--- src/rtl/rtc_split_pkg.sv ---
package rtc_split_pkg;
  typedef enum logic [1:0] {
    SEL_NONE = 2'd0,
    SEL_HI   = 2'd1,
    SEL_LO   = 2'd2,
    SEL_CTL  = 2'd3
  } reg_sel_e;

  localparam int unsigned DEF_OFF_CTL = 32'h38;
  localparam int unsigned DEF_OFF_HI  = 32'h50;
  localparam int unsigned DEF_OFF_LO  = 32'h54;
endpackage

--- src/rtl/rtc_split_dec.sv ---
module rtc_split_dec
  import rtc_split_pkg::*;
#(
  parameter int unsigned ADDR_W  = 8,
  parameter int unsigned OFF_HI  = DEF_OFF_HI,
  parameter int unsigned OFF_LO  = DEF_OFF_LO,
  parameter int unsigned OFF_CTL = DEF_OFF_CTL
) (
  input  logic [ADDR_W-1:0] addr_i,
  output reg_sel_e          sel_o
);
  always_comb begin
    if (addr_i == ADDR_W'(OFF_HI))       sel_o = SEL_HI;
    else if (addr_i == ADDR_W'(OFF_LO))  sel_o = SEL_LO;
    else if (addr_i == ADDR_W'(OFF_CTL)) sel_o = SEL_CTL;
    else                                 sel_o = SEL_NONE;
  end
endmodule

--- src/rtl/rtc_split_cnt.sv ---
module rtc_split_cnt #(
  parameter int unsigned CNT_W  = 47,
  parameter int unsigned DATA_W = 32
) (
  input  logic              clk_i,
  input  logic              rst_ni,
  input  logic              tick_i,
  input  logic              wr_hi_i,
  input  logic              wr_lo_i,
  input  logic [DATA_W-1:0] wdata_i,
  output logic [CNT_W-1:0]  cnt_o
);
  localparam int unsigned HI_W = CNT_W - DATA_W;

  logic [CNT_W-1:0] cnt_q, cnt_d;

  // write wins over tick: one consistent snapshot per cycle
  always_comb begin
    if (wr_hi_i)      cnt_d = {wdata_i[HI_W-1:0], cnt_q[DATA_W-1:0]};
    else if (wr_lo_i) cnt_d = {cnt_q[CNT_W-1:DATA_W], wdata_i};
    else if (tick_i)  cnt_d = cnt_q + CNT_W'(1);
    else              cnt_d = cnt_q;
  end

  always_ff @(posedge clk_i or negedge rst_ni) begin
    if (!rst_ni) cnt_q <= '0;
    else         cnt_q <= cnt_d;
  end

  assign cnt_o = cnt_q;

  p_tick_inc_r2: assert property (@(posedge clk_i) disable iff (!rst_ni)
    (tick_i && !wr_hi_i && !wr_lo_i) |=> cnt_o == $past(cnt_o) + CNT_W'(1));
  p_idle_hold_r2: assert property (@(posedge clk_i) disable iff (!rst_ni)
    (!tick_i && !wr_hi_i && !wr_lo_i) |=> $stable(cnt_o));
  p_hi_load_r5: assert property (@(posedge clk_i) disable iff (!rst_ni)
    wr_hi_i |=> (cnt_o[DATA_W-1:0] == $past(cnt_o[DATA_W-1:0])) &&
                (cnt_o[CNT_W-1:DATA_W] == $past(wdata_i[HI_W-1:0])));
  p_lo_load_r6: assert property (@(posedge clk_i) disable iff (!rst_ni)
    (wr_lo_i && !wr_hi_i) |=> (cnt_o[CNT_W-1:DATA_W] == $past(cnt_o[CNT_W-1:DATA_W])) &&
                              (cnt_o[DATA_W-1:0] == $past(wdata_i)));
endmodule

--- src/rtl/rtc_split_ctl.sv ---
module rtc_split_ctl #(
  parameter int unsigned DATA_W  = 32,
  parameter int unsigned OFF_B_A = 6,
  parameter int unsigned OFF_B_B = 5
) (
  input  logic              clk_i,
  input  logic              rst_ni,
  input  logic              wr_i,
  input  logic [DATA_W-1:0] wdata_i,
  output logic [DATA_W-1:0] ctl_o,
  output logic              pwr_off_o
);
  logic [DATA_W-1:0] ctl_q;
  logic              pwr_q;
  logic              off_req;

  assign off_req = wr_i && wdata_i[OFF_B_A] && wdata_i[OFF_B_B];

  always_ff @(posedge clk_i or negedge rst_ni) begin
    if (!rst_ni) begin
      ctl_q <= '0;
      pwr_q <= 1'b0;
    end else begin
      if (wr_i) ctl_q <= wdata_i;
      pwr_q <= off_req;
    end
  end

  assign ctl_o     = ctl_q;
  assign pwr_off_o = pwr_q;

  p_ctl_store_r8: assert property (@(posedge clk_i) disable iff (!rst_ni)
    wr_i |=> ctl_o == $past(wdata_i));
  p_ctl_hold_r8: assert property (@(posedge clk_i) disable iff (!rst_ni)
    !wr_i |=> $stable(ctl_o));
endmodule

--- src/rtl/rtc_split_counter.sv ---
module rtc_split_counter
  import rtc_split_pkg::*;
#(
  parameter int unsigned CNT_W   = 47,
  parameter int unsigned DATA_W  = 32,
  parameter int unsigned ADDR_W  = 8,
  parameter int unsigned OFF_HI  = DEF_OFF_HI,
  parameter int unsigned OFF_LO  = DEF_OFF_LO,
  parameter int unsigned OFF_CTL = DEF_OFF_CTL
) (
  input  logic              clk_i,
  input  logic              rst_ni,
  input  logic              tick_i,
  input  logic [ADDR_W-1:0] addr_i,
  input  logic              wr_en_i,
  input  logic [DATA_W-1:0] wdata_i,
  output logic [DATA_W-1:0] rdata_o,
  output logic              pwr_off_o
);
  localparam int unsigned HI_W  = CNT_W - DATA_W;
  localparam int unsigned PAD_W = DATA_W - HI_W;

  reg_sel_e          sel;
  logic [CNT_W-1:0]  cnt;
  logic [DATA_W-1:0] ctl;

  rtc_split_dec #(
    .ADDR_W(ADDR_W), .OFF_HI(OFF_HI), .OFF_LO(OFF_LO), .OFF_CTL(OFF_CTL)
  ) i_dec (
    .addr_i(addr_i),
    .sel_o (sel)
  );

  rtc_split_cnt #(.CNT_W(CNT_W), .DATA_W(DATA_W)) i_cnt (
    .clk_i  (clk_i),
    .rst_ni (rst_ni),
    .tick_i (tick_i),
    .wr_hi_i(wr_en_i && (sel == SEL_HI)),
    .wr_lo_i(wr_en_i && (sel == SEL_LO)),
    .wdata_i(wdata_i),
    .cnt_o  (cnt)
  );

  rtc_split_ctl #(.DATA_W(DATA_W)) i_ctl (
    .clk_i    (clk_i),
    .rst_ni   (rst_ni),
    .wr_i     (wr_en_i && (sel == SEL_CTL)),
    .wdata_i  (wdata_i),
    .ctl_o    (ctl),
    .pwr_off_o(pwr_off_o)
  );

  always_comb begin
    unique case (sel)
      SEL_HI:  rdata_o = {{PAD_W{1'b0}}, cnt[CNT_W-1:DATA_W]};
      SEL_LO:  rdata_o = cnt[DATA_W-1:0];
      SEL_CTL: rdata_o = ctl;
      default: rdata_o = '0;
    endcase
  end

  p_unmapped_rd_r10: assert property (@(posedge clk_i) disable iff (!rst_ni)
    (addr_i != ADDR_W'(OFF_HI) && addr_i != ADDR_W'(OFF_LO) && addr_i != ADDR_W'(OFF_CTL))
      |-> rdata_o == '0);
  p_hi_pad_r3: assert property (@(posedge clk_i) disable iff (!rst_ni)
    (addr_i == ADDR_W'(OFF_HI)) |-> rdata_o[DATA_W-1:HI_W] == '0);
  p_pwr_src_r9: assert property (@(posedge clk_i) disable iff (!rst_ni)
    pwr_off_o |-> $past(wr_en_i) && ($past(addr_i) == ADDR_W'(OFF_CTL)) &&
                  $past(wdata_i[6]) && $past(wdata_i[5]));
endmodule

--- config.mk ---
export PLATFORM = sky130hd
export DESIGN_NAME = rtc_split_counter
export DESIGN_NICKNAME = d
export VERILOG_FILES = /design/src/rtl/rtc_split_pkg.sv /design/src/rtl/rtc_split_dec.sv /design/src/rtl/rtc_split_cnt.sv /design/src/rtl/rtc_split_ctl.sv /design/src/rtl/rtc_split_counter.sv
export SDC_FILE = /design/constraint.sdc
export NUM_CORES = 1
export LEC_CHECK = 0
export BUFFER_PORTS_ARGS = -buffer_cell sky130_fd_sc_hd__clkbuf_2
export CORE_MARGIN = 2
export CORE_UTILIZATION = 32
export DETAILED_ROUTE_END_ITERATION = 8
export PLACE_DENSITY_LB_ADDON = 0.3
export SYNTH_ARGS = -nofsm -noshare
export SYNTH_HDL_FRONTEND = slang
export SYNTH_SLANG_ARGS = --single-unit
--- constraint.sdc ---
create_clock -name clk_i -period 2.59 [get_ports clk_i]
set_input_delay 0.1295 -clock clk_i [delete_from_list [all_inputs] [get_ports clk_i]]
set_output_delay 0.1295 -clock clk_i [all_outputs]
set_load 0.01 [all_outputs]
; Word level (Yosys, flattened, before mapping)
; Index checks and enable logic that the tools add are counted.
[op_classes]
add_sub_neg = 1
eq_ne = 7
muxes = 7
bitwise = 1
n_reduce_logical = 9
[op_table]
columns = op, count
row1 = $mux 47, 3
row2 = $pmux 32 s3, 1
row3 = $add 47x1->47 const B, 1
row4 = $eq 8x7->1 const B, 2
row5 = $eq 8x6->1 const B, 1
row6 = $mux 2, 3
row7 = $logic_and 1x1->1, 5
row8 = $eq 2x2->1 const B, 2
row9 = $reduce_and 2->1, 2
row10 = $reduce_bool 2->1, 2
row11 = $eq 2x1->1 const B, 1
row12 = $ne 2x1->1 const B, 1
row13 = $not 1->1, 1
[totals]
ff_bits = 80
input_bits = 44
out_inout_bits = 33
elab_cells = 29

; Longest topological paths before layout
[logic_depth]
ltp_word = 8
depth_mapped = 7
depth_no_buf = 6

; Hierarchy
; Synthesis repeated with hierarchy kept, for this count alone.
[hier_totals]
hier_cells = 557
hier_area_um2 = 5465.2
[modules_own_cells]
columns = module, instances, cells_per_inst, area_per_inst_um2, seq_area_each_um2
row1 = rtc_split_cnt, 1, 401, 3281.9, 1176.1
row2 = rtc_split_ctl, 1, 70, 1372.6, 825.8
row3 = rtc_split_counter, 1, 79, 740.7, 0.0
row4 = rtc_split_dec, 1, 7, 70.1, 0.0

; Least setup slack after synthesis
; Ideal clock, no wire load.
[synth_path]
path_type = reg2reg
start = reg i_cnt.cnt_q[24] (netlist: i_cnt.cnt_o[24])
end = reg i_cnt.cnt_q[40] (netlist: i_cnt.cnt_o[40])
setup_time_ns = 0.124
arrival_time_ns = 1.802
required_ns = 2.466
path_slack_ns = 0.664
path_stages_with_launch = 6
n_path_buf = 0
period_less_slack_ns = 1.926
cell_sequence = dfrtp_1 > nand4_1 > nor4_1 > and3_1 > a31oi_1 > a211o_1
[synth_between]
elab_chain_len = 4
[synth_lines]
columns = element, line
row1 = "start, declared", rtc_split_cnt.sv:15  ; logic [CNT_W-1:0] cnt_q, cnt_d;
row2 = "start signal, assigned", rtc_split_cnt.sv:27  ; else cnt_q <= cnt_d;
row3 = $add 47x1->47, rtc_split_cnt.sv:21  ; else if (tick_i) cnt_d = cnt_q + CNT_W'(1);
row4 = $mux 47, rtc_split_cnt.sv:21
row5 = $mux 47, rtc_split_cnt.sv:20  ; else if (wr_lo_i) cnt_d = {cnt_q[CNT_W-1:DATA_W], wdata_i};
row6 = $mux 47, rtc_split_cnt.sv:19  ; if (wr_hi_i) cnt_d = {wdata_i[HI_W-1:0], cnt_q[DATA_W-1:0]};
; Every way passes these cells. The select of a mux whose other input is x is not followed.
; A chain may end at the register's enable or synchronous reset.

; Worst setup path after layout
[layout_path]
start = reg i_cnt.cnt_q[3] (netlist: i_cnt.cnt_o[3])
end = reg i_cnt.cnt_q[46] (netlist: i_cnt.cnt_o[46])
; Same word-level chain as after synthesis.

==> results.sh <==
export IMPL_outcome="finished with violations"
export IMPL_violations="hold timing"
export IMPL_crit_required_ns=2.87
export IMPL_area_growth_pct=19.7
export IMPL_vias_per_cell=5.66
export IMPL_ys_seq_area_share_pct=43.1
export IMPL_drtPass1Iterations=4
export IMPL_routedWlPerCell_um=18.4
export IMPL_grt_pass1_vias=4230
export IMPL_drt_initial_drc_count=232
export IMPL_start_util_pct=32.3
export IMPL_die_height_um=125
export IMPL_grtUsageTotal_pct=18.3
export IMPL_cts_repair_resized=0
export IMPL_finalMaxSlewViolations=0
export IMPL_dp_hpwl_um=9840
export IMPL_drv_cap=0
export IMPL_min_path_type="in2async"
export IMPL_drt_total_wl_um=13800
export IMPL_ys_async_sr_fraction_pct=100
export IMPL_setup_viol=0
export IMPL_rsz0062_at_grt="false"
export IMPL_clock_path_buffers=2
export IMPL_critPathArrivalTime_ns=2.63
export IMPL_htreeDepth=3
export IMPL_utilization_pct=38.7
export IMPL_path_clk_slew_ns=0.06
export IMPL_row_count=44
export IMPL_yosysTopAreaCellShare_pct=43.1
export IMPL_leakage_nw=2.48
export IMPL_synth_edff_count=0
export IMPL_tritoncts="built"
export IMPL_worstSetupPathType="reg2reg"
export IMPL_r2r_setup_slack_ns=0.24
export IMPL_cts_root_buf="clkbuf_16"
export IMPL_clk_latency_ns=0.35
export IMPL_io_buffers=76
export IMPL_synth_cell_types=52
export IMPL_crit_path_start_kind="register"
export IMPL_yosys_warnings=0
export IMPL_power_density_nw_per_um2=539
export IMPL_yosys_most_used_dff="dfrtp_1"
export IMPL_die_w_um=125
export IMPL_final_min_clock_period_ns=2.35
export IMPL_ios=77
export IMPL_hold_ws_ns=-0.0316
export IMPL_synth_cells=483
export IMPL_antenna_found_initial=0
export IMPL_peakVddDrop_mv=0.309
export IMPL_drc=0
export IMPL_cts_hold_repair_buffers=0
export IMPL_synth_avg_cell_area_sq_um=9.62
export IMPL_period_share_pct=90.8
export IMPL_yosys_area_top_type="dfrtp_1"
export IMPL_diodes=0
export IMPL_reg2reg_from="i_cnt.cnt_o[3]"
export IMPL_reg2reg_depth=5
export IMPL_fin_setup_tns_ns=0
export IMPL_clock_fmax_mhz=425
export IMPL_r2r_end="i_cnt.cnt_o[46]"
export IMPL_crit_path_end_kind="register"
export IMPL_fin_nets=609
export IMPL_syn_area_sq_um=4650
export IMPL_max_slew_margin_rel_pct=29.4
export IMPL_hold_viol=38
export IMPL_cts_buffers=9
export IMPL_core_sq_um=14400
export IMPL_max_slew_worst_pin_slew_ns=1.06
export IMPL_clock_sinks=80
export IMPL_cp_max_fo=9
export IMPL_overflow=0
export IMPL_routed_via_count=4249
export IMPL_synth_seq_cells=80
export IMPL_synthTopCellsByArea="dfrtp_1 43%, mux2_1 7.0%, nand2_1 5.2%, o21ai_0 5.0%, mux2i_1 3.7%"
export IMPL_die_area_sq_um=15500
export IMPL_grt_pass1_wl_um=22700
export IMPL_skew_ns=0.00636
export IMPL_place_inst=737
export IMPL_drive_above_1_share_pct=23.1
export IMPL_post_cts_repair_setup_buffers=0
export IMPL_syn_nets=528
export IMPL_stdcell_count=751
export IMPL_ant_nets=0
export IMPL_grt_max_degree=81
export IMPL_place_congestion=0.880
## state kept, by name, summed over array words and instances (netlist names)
signal	cells
i_ctl.pwr_off_o	1
i_cnt.cnt_o	47
i_ctl.ctl_o	32
## placed cells by master, fill, tap and decap left out, drive strengths merged, types with 2 or more instances in the layout
master   Yosys  layout
nand4b       2       2
or4          5       5
xnor2       15      15
nor4b        3       3
xor2         8       8
a31oi        4       4
nand2       64      64
inv          4       4
a211o        2       2
nand3       24      24
or3          3       3
o21ai       47      47
o221a        4       4
nor2        24      24
a21o         2       2
nor3        10      10
o2bb2ai      2       2
o211ai       4       4
buf          7      19
and3         9       9
a21oi       13      13
mux2i       17      17
a211oi       2       2
and4         4       4
dfrtp       80      80
a31o         2       2
nor4        16      16
o22ai        2       2
clkbuf      17      88
a22o        17      17
mux2        32      32
and2         5       5
nand4       21      21
## worst max-delay path by stage
stage / startpoint / to / slack (ns) / cells after the start
2_1_floorplan: i_cnt.cnt_o[24] / i_cnt.cnt_o[40] / 0.66 / 5
3_3_place_gp: i_cnt.cnt_o[3] / i_cnt.cnt_o[46] / 0.36 / 5
3_5_place_dp: i_cnt.cnt_o[3] / i_cnt.cnt_o[46] / 0.26 / 5
4_1_cts: i_cnt.cnt_o[3] / i_cnt.cnt_o[46] / 0.25 / 5
5_1_grt: i_cnt.cnt_o[3] / i_cnt.cnt_o[46] / 0.08 / 5
6_report: i_cnt.cnt_o[3] / i_cnt.cnt_o[46] / 0.24 / 5
## per-layer routing
layer / GRT usage [%] / up-vias / routed length, um
met5: 0 / - / 0
met4: 5.02 / 0 / 195
met3: 4.55 / 16 / 861
met2: 28.6 / 149 / 6450
met1: 25.3 / 2109 / 6320
li1: - / 1975 / -
## cell usage after synthesis (2+ instances only)
cell type / number
o22ai_1: 2
nor4_1: 8
nand2_1: 64
clkbuf_1: 17
nor3_1: 10
inv_1: 4
xnor2_1: 15
or4_4: 3
nor2_1: 24
nand3_1: 24
a21o_1: 2
a22o_1: 17
a211oi_1: 2
a31o_2: 2
a211o_1: 2
mux2_1: 29
and4_1: 4
and2_1: 5
and3_1: 9
o221a_2: 4
a21oi_1: 13
nor4_2: 6
o21ai_0: 46
buf_2: 6
nand4b_1: 2
o211ai_1: 4
a31oi_1: 4
mux2i_1: 17
mux2_2: 3
nor4b_2: 2
xor2_1: 8
o2bb2ai_1: 2
nand4_1: 21
dfrtp_1: 80
nor4_4: 2
or3_1: 3
or4_1: 2
## cell families (layout without fill, tap and decap cells)
| family | Yosys count | count (layout) | synth area share [%] |
|---|---|---|---|
| AND/OR/NAND/NOR | 196 | 196 | 23.7 |
| adder cells (fa/ha/maj) | 1 | 1 | 0.269 |
| multiplexers | 49 | 49 | 11.4 |
| flip-flops | 80 | 80 | 43.1 |
| XOR/XNOR | 23 | 23 | 4.34 |
| AO/OA/AOI/OAI | 106 | 106 | 14.8 |
| buffers and inverters | 28 | 112 | 2.42 |
## critical path: stages (launching register included)
cell	delay [ns]
dfrtp_1	0.41
nand3_1	0.34
nor4_1	0.65
nand2_1	0.27
or4_1	0.52
nand3_1	0.09
## where the power goes
| group | internal (mW) | switching, mW |
|---|---|---|
| Combinational | 0.157 | 0.190 |
| Clock | 0.663 | 0.474 |
| Sequential | 1.37 | 0.146 |
| Total | 2.19 | 0.810 |
## final cells by class
class | instances | area, sq um
sequential | 80 | 2000
clock buffer | 13 | 250
tap | 184 | 230
timing repair buffer | 94 | 518
fill | 1457 | 8810
inverter | 4 | 15.0
clock inverter | 1 | 5.00
multi-input combinational | 375 | 2540
## metrics by stage
step	hold slack, ns	setup WS, ns	instance area [sq um]	power (mW)
6_report	-0.0316	0.238	5560	3.00
5_1_grt	0.0107	0.0788	5560	3.14
4_1_cts	0.00940	0.252	5560	3.04
3_5_place_dp	0.368	0.263	5310	1.88
3_3_place_gp	0.365	0.361	5310	1.86
2_1_floorplan	-0.166	0.664	4650	1.70
Power figures use the tool's default switching activity.
